--- src/rtl/agu_pkg.sv ---
package agu_pkg;
  localparam int AW    = 32;
  localparam int LW    = 16;
  localparam int LGMAX = 12;
  localparam int LGW   = $clog2(LGMAX + 1);

  typedef logic [AW-1:0]  addr_t;
  typedef logic [LW-1:0]  len_t;
  typedef logic [LGW-1:0] lg_t;

  typedef enum logic [2:0] {
    M_LOAD    = 3'd0,
    M_POSTINC = 3'd1,
    M_POSTDEC = 3'd2,
    M_PREINC  = 3'd3,
    M_INDEX   = 3'd4,
    M_CIRC    = 3'd5,
    M_BREV    = 3'd6,
    M_HOLD    = 3'd7
  } mode_e;

  // offset scaled by access size
  function automatic addr_t scale_off(addr_t v, logic [1:0] sz);
    return v << sz;
  endfunction

  // circular step: result stays inside [base, base+len-1]
  function automatic addr_t circ_next(addr_t old, addr_t step, addr_t base, len_t len);
    logic signed [AW+1:0] sum, lo, hi, k;
    sum = $signed({2'b00, old}) + $signed({{2{step[AW-1]}}, step});
    lo  = $signed({2'b00, base});
    k   = $signed({{(AW+2-LW){1'b0}}, len});
    hi  = lo + k;
    if (sum >= hi)
      sum = sum - k;
    else if (sum < lo)
      sum = sum + k;
    return sum[AW-1:0];
  endfunction

  // reversed-carry increment over the low lg bits
  function automatic addr_t brev_next(addr_t old, lg_t lg);
    addr_t r;
    logic  c;
    r = old;
    c = 1'b1;
    for (int i = LGMAX - 1; i >= 0; i--) begin
      if (i < int'(lg)) begin
        r[i] = old[i] ^ c;
        c    = old[i] & c;
      end
    end
    return r;
  endfunction
endpackage

--- src/rtl/agu_regfile.sv ---
module agu_regfile #(
  parameter int NREG  = 8,
  localparam int SELW = (NREG > 1) ? $clog2(NREG) : 1
) (
  input  logic              clk,
  input  logic              rst_n,
  input  logic              we,
  input  logic [SELW-1:0]   sel,
  input  agu_pkg::addr_t    wdata,
  output agu_pkg::addr_t    rdata
);
  agu_pkg::addr_t regs [NREG];

  for (genvar g = 0; g < NREG; g++) begin : g_reg
    always_ff @(posedge clk) begin
      if (!rst_n)
        regs[g] <= '0;
      else if (we && (int'(sel) == g))
        regs[g] <= wdata;
    end
  end

  always_comb begin
    rdata = '0;
    for (int i = 0; i < NREG; i++)
      if (int'(sel) == i) rdata = regs[i];
  end
endmodule

--- src/rtl/agu_calc.sv ---
module agu_calc (
  input  logic [2:0]      mode,
  input  logic [1:0]      size,
  input  agu_pkg::addr_t  off,
  input  agu_pkg::addr_t  old,
  input  agu_pkg::addr_t  base,
  input  agu_pkg::len_t   len,
  input  agu_pkg::lg_t    lg,
  output agu_pkg::addr_t  step,
  output agu_pkg::addr_t  nxt,
  output agu_pkg::addr_t  ea
);
  import agu_pkg::*;

  mode_e m;
  assign m    = mode_e'(mode);
  assign step = scale_off(off, size);

  always_comb begin
    nxt = old;
    ea  = old;
    case (m)
      M_LOAD:    begin nxt = off;        ea = off;        end
      M_POSTINC: begin nxt = old + step; ea = old;        end
      M_POSTDEC: begin nxt = old - step; ea = old;        end
      M_PREINC:  begin nxt = old + step; ea = old + step; end
      M_INDEX:   begin nxt = old + off;  ea = old;        end
      M_CIRC:    begin nxt = circ_next(old, step, base, len); ea = old; end
      M_BREV:    begin nxt = brev_next(old, lg); ea = old; end
      default:   begin nxt = old;        ea = old;        end
    endcase
  end
endmodule

--- src/rtl/agu_top.sv ---
module agu_top #(
  parameter int NREG  = 8,
  localparam int SELW = (NREG > 1) ? $clog2(NREG) : 1
) (
  input  logic                        clk,
  input  logic                        rst_n,
  input  logic                        req_valid,
  input  logic [SELW-1:0]             req_sel,
  input  logic [2:0]                  req_mode,
  input  logic [1:0]                  req_size,
  input  logic [agu_pkg::AW-1:0]      req_off,
  input  logic [agu_pkg::AW-1:0]      buf_base,
  input  logic [agu_pkg::LW-1:0]      buf_len,
  input  logic [agu_pkg::LGW-1:0]     fft_lg,
  output logic                        ea_valid,
  output logic [agu_pkg::AW-1:0]      ea_out,
  output logic [agu_pkg::AW-1:0]      wb_out
);
  agu_pkg::addr_t old_val, nxt_val, ea_nxt, step_val;

  agu_regfile #(.NREG(NREG)) u_rf (
    .clk   (clk),
    .rst_n (rst_n),
    .we    (req_valid),
    .sel   (req_sel),
    .wdata (nxt_val),
    .rdata (old_val)
  );

  agu_calc u_calc (
    .mode (req_mode),
    .size (req_size),
    .off  (req_off),
    .old  (old_val),
    .base (buf_base),
    .len  (buf_len),
    .lg   (fft_lg),
    .step (step_val),
    .nxt  (nxt_val),
    .ea   (ea_nxt)
  );

  always_ff @(posedge clk) begin
    if (!rst_n) begin
      ea_valid <= 1'b0;
      ea_out   <= '0;
      wb_out   <= '0;
    end else begin
      ea_valid <= req_valid;
      if (req_valid) begin
        ea_out <= ea_nxt;
        wb_out <= nxt_val;
      end
    end
  end
endmodule

--- config.mk ---
export PLATFORM = sky130hd
export DESIGN_NAME = agu_top
export DESIGN_NICKNAME = d
export VERILOG_FILES = /design/src/rtl/agu_pkg.sv /design/src/rtl/agu_regfile.sv /design/src/rtl/agu_calc.sv /design/src/rtl/agu_top.sv
export SDC_FILE = /design/constraint.sdc
export NUM_CORES = 1
export LEC_CHECK = 0
export ABC_AREA = 0
export BUFFER_PORTS_ARGS = -buffer_cell sky130_fd_sc_hd__buf_2
export CAP_MARGIN = 15
export CORE_MARGIN = 2
export CORE_UTILIZATION = 51
export CTS_CLUSTER_SIZE = 25
export DETAILED_ROUTE_END_ITERATION = 8
export PLACE_DENSITY = 0.69
export SLEW_MARGIN = 5
export SYNTH_ARGS = -nofsm -noshare
export SYNTH_HDL_FRONTEND = slang
export SYNTH_SLANG_ARGS = --single-unit
--- constraint.sdc ---
create_clock -name clk -period 15.05 [get_ports clk]
set_input_delay 1.505 -clock clk [delete_from_list [all_inputs] [get_ports clk]]
set_output_delay 1.505 -clock clk [all_outputs]
set_load 0.02 [all_outputs]
; Word-level counts from Yosys, hierarchy flattened
; Memory sizes are Yosys's and may differ from the RTL's.
; Index checks and enable logic that the tools add are counted.
[word_totals]
ff_bits = 65
memories = 1
output_inout_bits = 65
mem_bits_rw = 256
word_cells = 159
inputBits = 95
[memory_table]
columns = name, words, width, read_ports, rd_ports_with_merged_regs, write_ports, line
row1 = u_rf.regs, 8, 32, 8, 0, 8, agu_regfile.sv:12  ; agu_pkg::addr_t regs [NREG];
[classes]
n_addsub = 7
shift = 1
muxes = 79
n_eq_ne = 13
bitwise = 30
magnitude_cmp = 14
reduce_logical = 11
[ops]
columns = cell, n
row1 = two-way mux 32 bit, 18
row2 = one-hot mux 32 bit (6 select lines), 1
row3 = adder 32 bit, 2
row4 = one-hot mux 32 bit (2 select lines), 1
row5 = two-way mux 1 bit, 59
row6 = adder 33 x 32 -> 34 bit, 1
row7 = greater-or-equal comparator 34 bit, 1
row8 = less-than comparator 34 x 33 -> 1 bit, 1
row9 = adder 32 x 16 -> 33 bit, 1
row10 = adder 32 x 17 -> 32 bit, 1
row11 = << shifter 32 x 2 -> 32 bit, 1
row12 = subtractor 32 x 17 -> 32 bit, 1
row13 = subtractor 32 bit, 1
row14 = == test 3 bit (second input constant), 7
row15 = less-than comparator 3 x 4 -> 1 bit (first input constant), 4
row16 = less-than comparator 4 bit (first input constant), 4
row17 = == test 3 x 2 -> 1 bit (second input constant), 4
row18 = XOR 1 bit, 11
row19 = AND 1 bit, 10
row20 = logical AND 1 bit, 8
row21 = less-than comparator 1 x 4 -> 1 bit (first input constant), 2
row22 = less-than comparator 2 x 4 -> 1 bit (first input constant), 2
row23 = bitwise OR 1 bit, 8
row24 = == test 3 x 1 -> 1 bit (second input constant), 2
row25 = other kinds (3), 4

; Logic depth before layout (Yosys ltp)
; Gate-level depths: netlist of run 1.
[depth]
word_depth = 45
mapped_depth = 44
depth_no_buf = 40

; Modules after synthesis
; Synthesis of run 1 repeated with hierarchy kept, for this count alone.
[unflattened]
cells_unflattened = 2954
hier_area_um2 = 27551.4
[by_module_without_submodules]
columns = module, n_inst, area_each_um2, cells_each, seq_area_each_um2
row1 = agu_calc, 1, 12565.8, 1850, 0.0
row2 = agu_regfile, 1, 12495.7, 896, 7687.4
row3 = agu_top, 1, 2489.9, 208, 1301.2

; Worst setup path before layout of run 1
; OpenSTA, ideal clock, no wires.
[synth_path]
path_kind = input port to flip-flop
start = input req_sel[0]
end = memory u_rf.regs[0][27] (netlist name) (data pin)
n_path_buf = 4
setup_time_ps = 274
stages = 26
required_ps = 14776
arrival_time_ps = 8889
path_slack_ps = 5887
path_cell_list = clkbuf_1 > clkbuf_1 > buf_1 > mux4_2 > mux2_2 > ha_1 > fa_1 > a21o_1 > a221oi_2 > nor4_1 > or3_1 > a31oi_1 > xnor2_1 > clkbuf_1 > ha_1 > and4_1 > a31oi_1 > nand2_1 > a211oi_1 > o221ai_1 > a211oi_2 > o21ai_2 > or4_1 > xnor2_1 > a21boi_1 > nor2_1
[synth_rtl]
columns = item, line
row1 = start: declaration, agu_top.sv:8  ; input logic [SELW-1:0] req_sel,
row2 = end: declaration, agu_regfile.sv:12

==> results.sh, run 1 <==
export IMPL_p_leak_nw=11.5
export IMPL_crit_path_max_incr_delay_ns=0.93
export IMPL_drv_slew=0
export IMPL_synth_xor_area_share_pct=4.72
export IMPL_synth_adder_area_share_pct=9.32
export IMPL_fin_setup_tns_ns=0
export IMPL_layout_commonest_cell="nor2_1"
export IMPL_setup_violations=0
export IMPL_vias=23700
export IMPL_grt_overflow=0
export IMPL_grt_max_degree=67
export IMPL_initial_core_util_pct=51.5
export IMPL_p_total_w=0.00370
export IMPL_postCtsHoldBufs=0
export IMPL_hold_depth=2
export IMPL_cts_buffers=36
export IMPL_synth_area_mux_share_pct=8.68
export IMPL_core_mm2=0.0501
export IMPL_post_cts_buffers=0
export IMPL_h_tree_depth=2
export IMPL_slew_headroom_pct=26.2
export IMPL_rsz0062_at_grt="false"
export IMPL_netlist_area_mm2=0.0258
export IMPL_drc_errors=0
export IMPL_routedWlPerCell_um=25.7
export IMPL_grt_usage_pct=34.9
export IMPL_finalNetCount=3200
export IMPL_crit_path_start="req_sel[1]"
export IMPL_dr_first_iter_drc_count=2683
export IMPL_worst_endpoint_arrival_ns=11.12
export IMPL_area_growth_pct=10.2
export IMPL_comb_power_share_pct=47.7
export IMPL_power_frac_seq_pct=28.0
export IMPL_skew_ns=0.0295
export IMPL_cts_reportedPaths_clkPinSlew_ns=0.06
export IMPL_synth_top_family_by_area="compound AO/OA/AOI/OAI gates"
export IMPL_via_per_inst=6.56
export IMPL_antenna_found_initial=0
export IMPL_insertedDiodeCount=0
export IMPL_ctsResizeCount=0
export IMPL_drive_above_1_share_pct=15.5
export IMPL_synth_cells=2839
export IMPL_swShare_pct=42.4
export IMPL_cp_common_cell="o21ai_0"
export IMPL_irDropWorstVdd_v=0.000139
export IMPL_rows=82
export IMPL_grt_pass1_wl_um=140000
export IMPL_setup_worst_path_start_class="input port"
export IMPL_ant_nets=0
export IMPL_period_share_pct=71.2
export IMPL_clock_path_buffers=3
export IMPL_yosys_register_bits=321
export IMPL_dieArea_mm2=0.0524
export IMPL_io_buffers=159
export IMPL_yosysSeqAreaShare_pct=34.9
export IMPL_place_area_mm2=0.0272
export IMPL_path_max_fanout=40
export IMPL_hp_class="flip-flop to flip-flop"
export IMPL_timing_rr_start="u_rf.regs[0][99]"
export IMPL_utilization_pct=56.7
export IMPL_crit_path_end_kind="flip-flop"
export IMPL_synth_compound_area_share_pct=20.5
export IMPL_wl_um=93000
export IMPL_hp_start="wb_out[18]"
export IMPL_power_density_mw_per_mm2=130
export IMPL_synthDistinctLibCells=108
export IMPL_post_route_min_period_ns=10.72
export IMPL_power_frac_clock_pct=24.4
export IMPL_synth_edf_count=256
export IMPL_gp_congestion=0.965
export IMPL_die_height_um=229
export IMPL_cts_tree="built"
export IMPL_postSynth_asyncResetShare_pct=0
export IMPL_reg2reg_depth=30
export IMPL_status="completed"
export IMPL_synth_area_per_cell_um2=9.08
export IMPL_yosys_area_share_simple_pct=17.7
export IMPL_hpwl_um=66600
export IMPL_layout_common_cells="nor2_1, edfxtp_1, nand2_1, a21oi_1, ha_1"
export IMPL_die_w_um=229
export IMPL_internal_power_w=0.00213
export IMPL_synth_warnings=0
export IMPL_fmaxAchievable_mhz=93.3
export IMPL_ioPinCount=160
export IMPL_clock_sinks=321
export IMPL_grt_pass1_vias=22800
export IMPL_path_class="input port to flip-flop"
export IMPL_tightestPinTransition_ns=1.09
export IMPL_fill_cells=4525
export IMPL_p_sw_w=0.00157
export IMPL_hold_slack_ns=0.463
export IMPL_cap_violations=0
export IMPL_synth_nets=3123
export IMPL_fin_area_mm2=0.0284
export IMPL_cts_root_buf="clkbuf_16"
export IMPL_cp_slowest_cell="nor4_1"
export IMPL_synth_ff_type="edfxtp_1"
export IMPL_clk_latency_ns=0.57
export IMPL_finalHoldViolCount=0
export IMPL_crit_required_ns=15.45
export IMPL_first_pass_iters=7
-- Yosys cell counts (all sizes together) (7+ instances only) --
cell | instances | area (um2)
nor4 | 17 | 113
xor2 | 40 | 350
o31ai | 14 | 105
edfxtp | 256 | 7690
mux2i | 30 | 300
o221ai | 7 | 61.3
nand2b | 28 | 175
mux2 | 38 | 428
clkbuf | 132 | 495
and2 | 16 | 100
a211oi | 25 | 198
a221oi | 34 | 322
o21bai | 13 | 97.6
o211ai | 31 | 233
nand2 | 215 | 807
nand3 | 65 | 330
a31o | 9 | 78.8
o21ai | 194 | 978
dfxtp | 65 | 1300
mux4 | 67 | 1510
a22oi | 32 | 240
o21a | 21 | 159
inv | 106 | 398
ha | 184 | 2300
nor2 | 432 | 1630
a211o | 11 | 96.3
and3 | 22 | 143
xnor2 | 93 | 867
or4 | 7 | 52.6
a22o | 11 | 96.3
a21o | 49 | 368
a21oi | 211 | 1070
nand4 | 27 | 169
or3 | 32 | 200
buf | 36 | 200
a31oi | 30 | 213
or2 | 19 | 119
o22ai | 13 | 87.6
nor3 | 65 | 345
nor2b | 26 | 163
-- worst max-delay path, delay by kind of cell --
family,cells,cell delay (ns)
adders and majority gates,2,0.73
xor gates and xnor gates,1,0.61
and+or+nand+nor,11,3.59
buffers and inverters,3,1.23
AOI/OAI and AO/OA,14,3.37
-- kinds of logic after synthesis --
group | Yosys count
buf+inv | 275
fa+ha+maj | 189
simple gates | 995
flops | 321
compound gates | 791
xor+xnor | 133
mux | 135
-- power by group through the flow --
stage                     clock (W)  combinational, W  sequential [W]
after global placement            0           0.00168         0.00105
after detailed placement          0           0.00170         0.00105
final                      0.000900           0.00176         0.00103
after CTS                  0.000909           0.00171         0.00103
after floorplan                   0           0.00115         0.00107
after global routing       0.000944           0.00190         0.00104
-- sequential cells by signal, summed over array words and instances, names as in the netlist --
register,count
ea_out,32
ea_valid,1
u_rf.regs,256
wb_out,32
-- metrics by stage --
stage / cells / setup slack (ns)
after CTS: 3615 / 4.69
final: 3615 / 4.33
after floorplan: 2839 / 5.89
after global placement: 3550 / 4.25
after global routing: 3615 / 3.69
after detailed placement: 3550 / 4.12
-- path summary, 6_finish.rpt --
kind	slack (ns)	to
worst min-delay path	0.46	wb_out[18]
worst max register to register	6.35	u_rf.regs[0][68]
worst max-delay path	4.33	u_rf.regs[0][68]
worst min register to register	0.46	wb_out[18]
-- final cells by class --
| type | instances | area [um2] | area share, % |
|---|---|---|---|
| Sequential cell | 321 | 8990 | 31.6 |
| Inverter | 107 | 402 | 1.41 |
| Clock buffer | 44 | 972 | 3.42 |
| Clock inverter | 21 | 220 | 0.775 |
| Tap cell | 672 | 841 | 2.96 |
| Timing Repair Buffer | 207 | 1160 | 4.09 |
| Multi-Input combinational cell | 2243 | 15800 | 55.7 |
-- per-layer routing --
| metal | wire (um) | share of wire (%) | global-route usage (%) | vias up |
|---|---|---|---|---|
| li1 | - | - | - | 10700 |
| met1 | 37700 | 41 | 47.4 | 11500 |
| met2 | 42200 | 45 | 55.6 | 1287 |
| met3 | 9300 | 10 | 5.71 | 200 |
| met4 | 3760 | 4.0 | 14.0 | 0 |
| met5 | 0 | 0 | 0 | - |
Power figures use the tool's default switching activity.
==> inputs of run 2 (changes only) <==
--- a/config.mk
+++ b/config.mk
@@ -5,14 +5,14 @@
 export SDC_FILE = /design/constraint.sdc
 export NUM_CORES = 1
 export LEC_CHECK = 0
-export ABC_AREA = 0
+export ABC_AREA = 1
 export BUFFER_PORTS_ARGS = -buffer_cell sky130_fd_sc_hd__buf_2
 export CAP_MARGIN = 15
 export CORE_MARGIN = 2
 export CORE_UTILIZATION = 51
 export CTS_CLUSTER_SIZE = 25
 export DETAILED_ROUTE_END_ITERATION = 8
-export PLACE_DENSITY = 0.69
+export PLACE_DENSITY = 0.71
 export SLEW_MARGIN = 5
 export SYNTH_ARGS = -nofsm -noshare
 export SYNTH_HDL_FRONTEND = slang
==> constraint.sdc (replaced) <==
create_clock -name clk -period 9.5 [get_ports clk]
set_input_delay 0.95 -clock clk [delete_from_list [all_inputs] [get_ports clk]]
set_output_delay 0.95 -clock clk [all_outputs]
set_load 0.02 [all_outputs]
==> run 2 against run 1 <==
Effect of this change: critical path depth is 18 higher; largest power group unchanged; power is 65% higher; non-clock buffer count up 45; core utilization is 0.60 points higher; clock-buffer cell count is 7 higher; combinational power increased by 75%; clock skew up 0.0047 ns; synthesized cell count increased by 35%; setup slack worse by 2.7 ns; sequential cell count stayed put; global-route usage increased by 2.3 points; cell count increased by 30%.
==> results.sh, run 2 <==
export IMPL_p_sw_w=0.00281
export IMPL_seq_area_mm2=0.00899
export IMPL_ioPinCount=160
export IMPL_layout_commonest_cell="nand2_1"
export IMPL_synthTopCellsByCount="nand2_1, nor2_1, inv_1, edfxtp_1, a21oi_1"
export IMPL_synth_ff_type="edfxtp_1"
export IMPL_core_mm2=0.0527
export IMPL_synth_cells=3826
export IMPL_rows=84
export IMPL_initial_core_util_pct=51.6
export IMPL_drive_above_1_share_pct=12.3
export IMPL_comb_power_share_pct=50.5
export IMPL_synth_edf_count=256
export IMPL_synth_most_common_cell="nand2_1"
export IMPL_skew_ns=0.0342
export IMPL_fin_area_mm2=0.0302
export IMPL_place_ws_ns=1.15
export IMPL_layout_common_cells="nand2_1, nor2_1, inv_1, edfxtp_1, a21oi_1"
export IMPL_fin_ws_ns=1.66
export IMPL_irDropWorstVdd_v=0.000154
export IMPL_h_tree_depth=2
export IMPL_internal_power_w=0.00328
export IMPL_m1WireLength_um=43800
export IMPL_wl_um=106000
export IMPL_via_per_inst=5.91
export IMPL_path_max_fanout=33
export IMPL_cp_num_buf_inv=12
export IMPL_largest_reg_flops=256
export IMPL_synthDistinctLibCells=67
export IMPL_ff2ff_setup_slack_ns=2.52
export IMPL_yosysSeqAreaShare_pct=33.1
export IMPL_slew_headroom_pct=14.1
export IMPL_setup_worst_path_start_class="input port"
export IMPL_synth_area_per_cell_um2=7.10
export IMPL_p_total_w=0.00610
export IMPL_top_layer="met4"
export IMPL_cts_tree="built"
export IMPL_clk_latency_ns=0.58
export IMPL_cp_slowest_cell="a221oi_1"
export IMPL_hpwl_um=79400
export IMPL_path_class="input port to flip-flop"
export IMPL_yosys_register_bits=321
export IMPL_clock_sinks=321
export IMPL_vias=27800
export IMPL_routedWlPerCell_um=22.5
export IMPL_post_route_min_period_ns=7.84
export IMPL_postCtsHoldBufs=0
export IMPL_yosys_area_top_type="edfxtp_1"
export IMPL_regMostFlops="u_rf.regs"
export IMPL_multi_input_area_mm2=0.0160
export IMPL_status="completed"
export IMPL_drv_slew=0
export IMPL_cts_reportedPaths_clkPinSlew_ns=0.06
export IMPL_clock_path_buffers=3
export IMPL_power_frac_seq_pct=26.8
export IMPL_synth_warnings=0
export IMPL_finalHoldViolCount=0
export IMPL_netlist_area_mm2=0.0272
export IMPL_worst_endpoint_arrival_ns=8.11
export IMPL_period_share_pct=82.6
export IMPL_grt_overflow=0
export IMPL_cp_common_cell="ha_1"
export IMPL_power_density_mw_per_mm2=202
export IMPL_power_frac_clock_pct=22.7
export IMPL_grt_pass1_wl_um=157000
export IMPL_synth_top_area_share_pct=28.3
export IMPL_hp_class="flip-flop to flip-flop"
export IMPL_first_pass_iters=7
export IMPL_antenna_found_initial=4
export IMPL_swShare_pct=46.1
export IMPL_biggestRegsByFlops="u_rf.regs x256, ea_out x32, wb_out x32"
export IMPL_die_height_um=235
export IMPL_crit_path_end_kind="flip-flop"
export IMPL_grt_pass1_vias=25300
export IMPL_cts_buffers=37
export IMPL_tightestPinTransition_ns=1.28
export IMPL_finalNetCount=4262
export IMPL_synthTopCellsByArea="edfxtp_1, nand2_1, ha_1"
export IMPL_crit_path_max_incr_delay_ns=0.47
export IMPL_synth_nets=4110
export IMPL_ctsResizeCount=0
export IMPL_hold_slack_ns=0.482
export IMPL_fin_setup_tns_ns=0
export IMPL_ant_nets=0
export IMPL_crit_required_ns=9.77
export IMPL_wl_met3_um=10900
export IMPL_fmaxAchievable_mhz=127
export IMPL_route_met2_wl_um=45500
export IMPL_area_growth_pct=11.1
export IMPL_dr_first_iter_drc_count=3518
export IMPL_grt_usage_pct=37.2
export IMPL_setup_violations=0
export IMPL_die_w_um=235
export IMPL_postSynth_asyncResetShare_pct=0
export IMPL_rsz0062_at_grt="false"
export IMPL_dieArea_mm2=0.0551
export IMPL_fill_cells=5094
export IMPL_io_buffers=159
export IMPL_place_area_mm2=0.0290
export IMPL_post_cts_buffers=0
export IMPL_p_leak_nw=14.1
export IMPL_cts_root_buf="clkbuf_16"
export IMPL_cp_top_family="compound AO/OA/AOI/OAI gates"
export IMPL_grt_max_degree=78
export IMPL_drc_errors=0
export IMPL_cap_violations=0
export IMPL_gp_congestion=1.03
run 2: cell count changes after synthesis, moves of 46 or more:
cell | before | now
nor2_1 | 429 | 519
nand2_2 | 0 | 48
nand3_1 | 64 | 202
xor2_1 | 40 | 105
xnor2_1 | 89 | 15
mux4_2 | 67 | 0
o21ai_0 | 166 | 212
nand2_1 | 215 | 972
inv_1 | 103 | 407
run 2: area by class of cell:
type                       instances  area share, %
tap                              688           2.85
clock buffer                      51           3.24
multi-input combinational       2929           52.9
timing repair buffer             252           5.21
antenna                            6         0.0497
sequential                       321           29.8
clock inverter                    17          0.493
inverter                         437           5.44
run 2: per-layer routing:
metal | vias to the layer above | global-route usage (%)
met5 | - | 0
met2 | 1613 | 56.6
met1 | 12800 | 51.5
met4 | 0 | 17.7
met3 | 301 | 6.29
li1 | 13100 | -
run 2: path summary, 6_finish.rpt:
path                          from  depth (start not counted)               to
setup / recovery        req_sel[1]                         49  u_rf.regs[0][0]
hold / removal          ea_out[20]                          2       ea_out[20]
hold reg to reg         ea_out[20]                          2       ea_out[20]
setup reg to reg  u_rf.regs[0][11]                         45  u_rf.regs[0][0]
run 2: logic make-up after synthesis:
group	synth area share, %
multiplexers	0.0369
adder cells (fa/ha/maj)	8.85
buffers and inverters	8.48
AO/OA/AOI/OAI	15.2
flip-flops	33.1
AND/OR/NAND/NOR	30.4
XOR/XNOR	3.93
run 2: worst min-delay path: cells and delay by family (launching register included):
kind,cells,cell delay [ns]
flops,1,0.32
compound gates,1,0.08
buf+inv,1,0.05
run 2: per-stage QoR:
step | utilization, % | std cells
after floorplan | - | 3826
after global placement | 55.2 | 4627
after detailed placement | 55.2 | 4627
after CTS | 57.3 | 4695
after global routing | 57.3 | 4699
final | 57.3 | 4701
run 2: power groups by stage:
stage | Sequential (W) | Combinational, W | Clock [W]
final | 0.00164 | 0.00308 | 0.00138
after global routing | 0.00164 | 0.00330 | 0.00144
after CTS | 0.00163 | 0.00297 | 0.00139
after detailed placement | 0.00166 | 0.00295 | 0
after global placement | 0.00166 | 0.00295 | 0
after floorplan | 0.00169 | 0.00188 | 0
